### src/rtl/pteg_matcher.sv
module pteg_matcher #(
  parameter int NENT   = 8,
  parameter int DW     = 64,
  parameter int NPSIZE = 4,
  localparam int IDXW  = $clog2(NENT),
  localparam int PSW   = $clog2(NPSIZE)
) (
  input  logic               clk,
  input  logic               rst_n,
  input  logic               start,
  input  logic [DW-1:0]      vpn,
  input  logic [PSW-1:0]     psize,
  input  logic [1:0]         ssize,
  input  logic               want_sec,
  input  logic [NPSIZE*DW-1:0] psize_mask,
  output logic               mem_rd,
  output logic [IDXW:0]      mem_addr,
  input  logic [DW-1:0]      mem_rdata,
  output logic               done,
  output logic               hit,
  output logic [IDXW-1:0]    hit_idx,
  output logic               hit_sec,
  output logic [DW-1:0]      r_word
);

  typedef enum logic [1:0] {IDLE, SCAN, RFETCH, RWAIT} st_t;
  st_t st;

  logic [IDXW:0]   iss_idx;
  logic [IDXW-1:0] cmp_idx;
  logic            cmp_pend;
  logic [DW-1:0]   key_q;
  logic            sec_q;

  wire [DW-1:0] sel_mask = psize_mask[psize*DW +: DW];
  wire [DW-1:0] avpn     = (vpn >> 11) & ~sel_mask;
  wire [DW-1:0] key_n    = {ssize, {(DW-2){1'b0}}} | (avpn << 7)
                         | {{(DW-3){1'b0}}, psize != '0, 2'b00};

  wire match = mem_rdata[0] && (mem_rdata[1] == sec_q) &&
               (mem_rdata[2] == key_q[2]) && (mem_rdata[DW-1:7] == key_q[DW-1:7]);
  wire more  = iss_idx < (IDXW+1)'(NENT);

  assign mem_rd   = (st == SCAN && more) || st == RFETCH;
  assign mem_addr = (st == RFETCH) ? {hit_idx, 1'b1} : {iss_idx[IDXW-1:0], 1'b0};

  always_ff @(posedge clk or negedge rst_n) begin
    if (!rst_n) begin
      st       <= IDLE;
      iss_idx  <= '0;
      cmp_idx  <= '0;
      cmp_pend <= 1'b0;
      key_q    <= '0;
      sec_q    <= 1'b0;
      done     <= 1'b0;
      hit      <= 1'b0;
      hit_idx  <= '0;
      hit_sec  <= 1'b0;
      r_word   <= '0;
    end else begin
      done <= 1'b0;
      case (st)
        IDLE: if (start) begin
          st       <= SCAN;
          key_q    <= key_n;
          sec_q    <= want_sec;
          iss_idx  <= '0;
          cmp_pend <= 1'b0;
          hit      <= 1'b0;
        end
        SCAN: begin
          if (more) iss_idx <= iss_idx + 1'b1;
          cmp_pend <= more;
          cmp_idx  <= iss_idx[IDXW-1:0];
          if (cmp_pend && match) begin
            st       <= RFETCH;
            hit_idx  <= cmp_idx;
            hit_sec  <= mem_rdata[1];
            cmp_pend <= 1'b0;
          end else if (cmp_pend && cmp_idx == IDXW'(NENT-1)) begin
            st   <= IDLE;
            done <= 1'b1;
          end
        end
        RFETCH: st <= RWAIT;
        RWAIT: begin
          r_word <= mem_rdata;
          hit    <= 1'b1;
          done   <= 1'b1;
          st     <= IDLE;
        end
        default: st <= IDLE;
      endcase
    end
  end

  assert_done_pulse_R12: assert property (@(posedge clk) disable iff (!rst_n)
    done |=> !done);
  assert_hit_with_done_R7: assert property (@(posedge clk) disable iff (!rst_n)
    $rose(hit) |-> done);
  assert_first_read_R9: assert property (@(posedge clk) disable iff (!rst_n)
    (start && st == IDLE) |=> (mem_rd && mem_addr == '0));
  assert_hit_sec_R3: assert property (@(posedge clk) disable iff (!rst_n)
    (done && hit) |-> (hit_sec == sec_q));
  assert_rd_busy_R10: assert property (@(posedge clk) disable iff (!rst_n)
    mem_rd |-> (st != IDLE));

endmodule

### config.mk
export PLATFORM = sky130hd
export DESIGN_NAME = pteg_matcher
export DESIGN_NICKNAME = d
export VERILOG_FILES = /design/src/rtl/pteg_matcher.sv
export SDC_FILE = /design/constraint.sdc
export NUM_CORES = 1
export LEC_CHECK = 0
export CAP_MARGIN = 20
export CORE_AREA = 2 2 180 182
export DETAILED_ROUTE_END_ITERATION = 8
export DIE_AREA = 0 0 182 184
export HOLD_SLACK_MARGIN = 0.1
export MAX_ROUTING_LAYER = met4
export SETUP_SLACK_MARGIN = 0.2
export SYNTH_ARGS = -nofsm -noshare
export SYNTH_HDL_FRONTEND = slang
export SYNTH_SLANG_ARGS = --single-unit
### constraint.sdc
create_clock -name clk -period 2 [get_ports clk]
set_input_delay 0.4 -clock clk [delete_from_list [all_inputs] [get_ports clk]]
set_output_delay 0.4 -clock clk [all_outputs]
set_load 0.02 [all_outputs]
* After elaboration in Yosys (flattened, before gate mapping)
Index checks and enable logic that the tools add are counted.
** Operators by class
- Bitwise operators :: 4
- Shift-type cells :: 1
- Equal/unequal tests :: 10
- Mux-type cells :: 15
- Reductions and logical operators :: 17
- Add/subtract/negate cells :: 1
- $lt $le $gt $ge :: 1
** Operators with widths (number)
- 256-bit by 9-bit variable part select with 57-bit output :: 1
- 64-bit by 3-bit OR with 64-bit output :: 1
- 64-bit OR :: 1
- 53-bit by 57-bit AND with 57-bit output :: 1
- 57-bit == test :: 1
- 57-bit NOT :: 1
- 4-bit 2-to-1 mux :: 3
- 2-bit AND reduction :: 5
- 2-bit one-hot mux with 4 select lines :: 1
- 4-bit one-hot mux with 2 select lines :: 1
- 1-bit logical AND :: 6
- 2-bit 2-to-1 mux :: 3
- 1-bit one-hot mux with 2 select lines :: 3
- 2-bit nonzero test :: 3
- 4-bit by 1-bit adder with 4-bit output, second input constant :: 1
- 2-bit == test, second input constant :: 2
- 4-bit < comparator, second input constant :: 1
- 1-bit 2-to-1 mux :: 4
- 2-bit inequality test, second input constant :: 2
- 3-bit == test, second input constant :: 1
- 3-bit by 1-bit inequality test with 1-bit output, second input constant :: 1
- 3-bit AND reduction :: 1
- 1-bit == test :: 2
- 2-bit by 1-bit == test with 1-bit output, second input constant :: 1
- 2 further kinds :: 2
** Word-level totals
- Output and inout port bits :: 75
- Logic and storage cells :: 60
- Register bits after elaboration :: 145
- Input bits :: 392

* Depth between registers and ports, before layout
- Depth in word-level cells :: 7
- Mapped depth :: 8
- Gate-level depth less buffers :: 5

* Least setup slack after synthesis
Ideal clock, no wire load.
- Path kind :: input-to-reg
- Start point :: in mem_rdata[47]
- End point :: reg hit_idx[0]
- Library setup time :: 125 ps
- Path buffers :: 1
- Path slack :: 2 ps
- Required time :: 1875 ps
- Arrival :: 1873 ps
- Stages on the path :: 6
- Cells stage by stage :: xor2_1 > nor4_2 > nand4_1 > or4_1 > buf_6 > mux2_4
** Between the ends
- Cells in the longest elaborated chain, start to end :: 4
** RTL lines
- start, declared :: line 18 : input logic [DW-1:0] mem_rdata,
- 57-bit == test :: line 41 : (mem_rdata[2] == key_q[2]) && (mem_rdata[DW-1:7] == key_q[DW-1:7]);
- 1-bit logical AND :: line 41
- 1-bit logical AND :: line 75 : if (cmp_pend && match) begin
- 2-bit AND reduction (no line)
- end signal, assigned :: line 77 : hit_idx <= cmp_idx;
- end, declared :: line 21 : output logic [IDXW-1:0] hit_idx,
No other way between the ends.
A chain may end at the register's enable or synchronous reset.

* Worst setup path in the final report
- Start point :: in mem_rdata[61]
- End point :: reg hit_idx[0]
Same word-level chain as after synthesis.

==> results_dict.tcl <==
set metrics [dict create \
    tns_ps -1640 \
    timing.hold.worst_path_depth 2 \
    ant_nets 0 \
    vias 6502 \
    ir_drop_v 0.000551 \
    rsz0062_at_grt "true" \
    r2r_end "hit_idx[0]$_DFFE_PN0P_" \
    cts_buffer_depth 2 \
    clock_latency_ps 420 \
    stdcell_count 1460 \
    cts_tree "built" \
    relSlewSlack 0.595 \
    cap_violations 0 \
    cts.sinks 137 \
    grt_first_pass_wirelength_mm 42.8 \
    yosys.cell_types.count 29 \
    vias_per_cell 4.45 \
    netlist_area_sq_mm 0.00725 \
    die_h_microns 184 \
    switching_share 0.329 \
    required_ps 2300 \
    setup_ws_ps -388 \
    grtUsageTotal 0.179 \
    port_buffers 411 \
    r2r-start "key_q[22]$_DFFE_PN0P_" \
    synthFlopType "dfrtp_1" \
    syn_inst 604 \
    synth_seq_area_share 0.473 \
    numCtsBuffers 17 \
    coreArea_sq_mm 0.0314 \
    synth_edf_count 0 \
    seq_power_share 0.364 \
    startpoint "mem_rdata[61]" \
    grt_pass1_vias 7011 \
    first_pass_iters 4 \
    power_frac_comb 0.334 \
    antenna_found_initial 2 \
    grt_max_degree 55 \
    slew_viol_final 0 \
    critPathKind "in2reg" \
    fin_nets 1437 \
    outcome "complete, but fails checks" \
    worst_setup_path_end_kind "flip-flop" \
    worst_hold_slack_ps 387 \
    clk_pin_slew_ps 60 \
    tightest_slew_ps 605 \
    p_switching_mw 3.67 \
    die_area_sq_mm 0.0335 \
    clkPwrFrac 0.301 \
    worstRegToRegCells 6 \
    synth_seq_cells 137 \
    worst_ep_arrival_time_ps 2690 \
    wl_mm 29.5 \
    remaining_drc_errors 0 \
    setup_violations 5 \
    p_leak_nw 5.55 \
    ys_warn_count 0 \
    dpl_worst_slack_ps -995 \
    drive_gt1_frac 0.223 \
    fin_crit_sh 1.19 \
    rows 65 \
    cp_max_fo 5 \
    die_width_microns 182 \
    io_pins 467 \
    async_reset_ff_frac 1.00 \
    rrSetupSlack_ps -320 \
    root_buffer "clkbuf_16" \
    fmax_mhz 419 \
    power_density_mw_per_mm2 859 \
    violations "negative setup slack" \
    wl_per_cell_microns 20.2 \
    fillers 3013 \
    drt_iter0_markers 213 \
    dp_cells 1419 \
    grt-ovfl-total 0 \
    skew_ps 11.3 \
    avgSynthCellArea_sq_um 12.0 \
    gp_congestion 0.812 \
    cp-start-kind "primary input" \
    period_needed_ps 2390 \
    min_from "mem_rdata[10]" \
    cts.htree.levels 4 \
    synth_nets 997 \
    internal-power_mw 7.49 \
    place_hpwl_mm 23.7 \
    start_util 0.231 \
    area_delta_synth_final_pct 79.2 \
    hold_class "in2reg" \
    hold_end "r_word[10]$_DFFE_PN0P_" \
    report.final.hold_viol_count 0 \
]
## worst max-delay path, stage by stage
cell and delay [ps]:
clkdlybuf4s50_1 420, nand4bb_1 360, nor4_2 380, nand4_1 130, or4_4 550, buf_6 160, mux2_4 290
## per-stage QoR
step	area, sq um	power (mW)	util
after global placement	12100	7.68	0.387
after floorplan	7260	5.63	-
final	13000	11.2	0.414
after CTS	12800	11.2	0.407
after global routing	13000	11.8	0.414
after detailed placement	12100	7.74	0.387
## cells in the final DEF, fill, tap and decap left out, drive strengths merged, types with 2 or more instances in the layout
cell,Yosys,layout
inv,1,2
nand3,3,3
dfrtp,137,137
dlymetal6s2s,0,19
nor2,8,8
clkbuf,27,18
nor4,22,22
clkinv,0,7
buf,8,51
nand2b,2,2
mux4,53,53
diode,0,3
dlygate4sd2,0,44
clkdlybuf4s50,0,340
a22o,3,3
o21ai,56,56
nand4,7,7
mux2,69,69
bufinv,0,4
nand2,140,140
xor2,58,58
## cells in the mapped netlist (2+ instances only)
cell type | n | area share
nand2_1 | 140 | 0.073
dfrtp_1 | 137 | 0.47
mux2_2 | 65 | 0.10
xor2_1 | 58 | 0.070
o21ai_0 | 56 | 0.039
mux4_2 | 53 | 0.16
clkbuf_1 | 27 | 0.014
nor4_1 | 18 | 0.016
nor2_1 | 8 | 0.0041
nand4_1 | 7 | 0.0060
buf_2 | 5 | 0.0035
mux2_4 | 4 | 0.0083
nor4_2 | 4 | 0.0069
a22o_1 | 3 | 0.0036
nand3_1 | 3 | 0.0021
buf_1 | 2 | 0.0010
nand2b_1 | 2 | 0.0017
## layout make-up
| type | instances | area (sq um) | share of cell area |
|---|---|---|---|
| well taps | 402 | 503 | 0.0387 |
| clock buffers | 18 | 439 | 0.0338 |
| diodes | 3 | 7.51 | 0.000578 |
| inverters | 1 | 6.26 | 0.000482 |
| flip-flops and latches | 137 | 3430 | 0.264 |
| clock inverters | 12 | 175 | 0.0135 |
| repair buffers | 456 | 4600 | 0.354 |
| multi-input cells | 431 | 3830 | 0.295 |
## cell families after synthesis
group	count (synthesis)	share of synthesized area
simple gates	188	0.115
flops	137	0.473
mux	122	0.274
compound gates	62	0.0456
xor+xnor	58	0.0701
buf+inv	36	0.0205
fa+ha+maj	1	0.00173
## state kept, by name, summed over array words and instances (netlist names), named ones only
name and count:
cmp_pend 1, r_word 64, st 1, hit_idx 3, done 1, hit 1
key_q 56, cmp_idx 3, iss_idx 4, hit_sec 1, sec_q 1
## how the worst max path moves through the flow
stage	to	slack [ps]	cells past startpoint
2_1_floorplan	hit_idx[0]$_DFFE_PN0P_	2	6
3_3_place_gp	hit_sec$_DFFE_PN0P_	-990	7
3_5_place_dp	hit_idx[2]$_DFFE_PN0P_	-1000	7
4_1_cts	hit_idx[0]$_DFFE_PN0P_	-370	7
5_1_grt	hit_sec$_DFFE_PN0P_	-440	7
6_report	hit_idx[0]$_DFFE_PN0P_	-390	7
## power by group through the flow
stage | clock [mW] | sequential (mW) | combinational, mW
6_report | 3.36 | 4.07 | 3.73
3_5_place_dp | 0 | 4.10 | 3.63
3_3_place_gp | 0 | 4.08 | 3.60
4_1_cts | 3.47 | 4.06 | 3.67
5_1_grt | 3.58 | 4.16 | 4.10
2_1_floorplan | 0 | 4.02 | 1.62
## per-layer routing
metal,wire [microns],global-route usage,share of wire
met1,12600,0.220,0.43
met2,15200,0.307,0.52
met3,1320,0.0307,0.045
met4,353,0.0445,0.012
met5,0,-,0
## timing repair
action / in CTS / in global routing
endpoints found under the hold margin: 38 / 0
setup buffers: 5 / 2
hold buffers: 1 / 0
endpoints found under the setup margin: 55 / 31
pin swaps: 6 / 9
gates resized for setup: 78 / 51
Power figures use the tool's default switching activity.
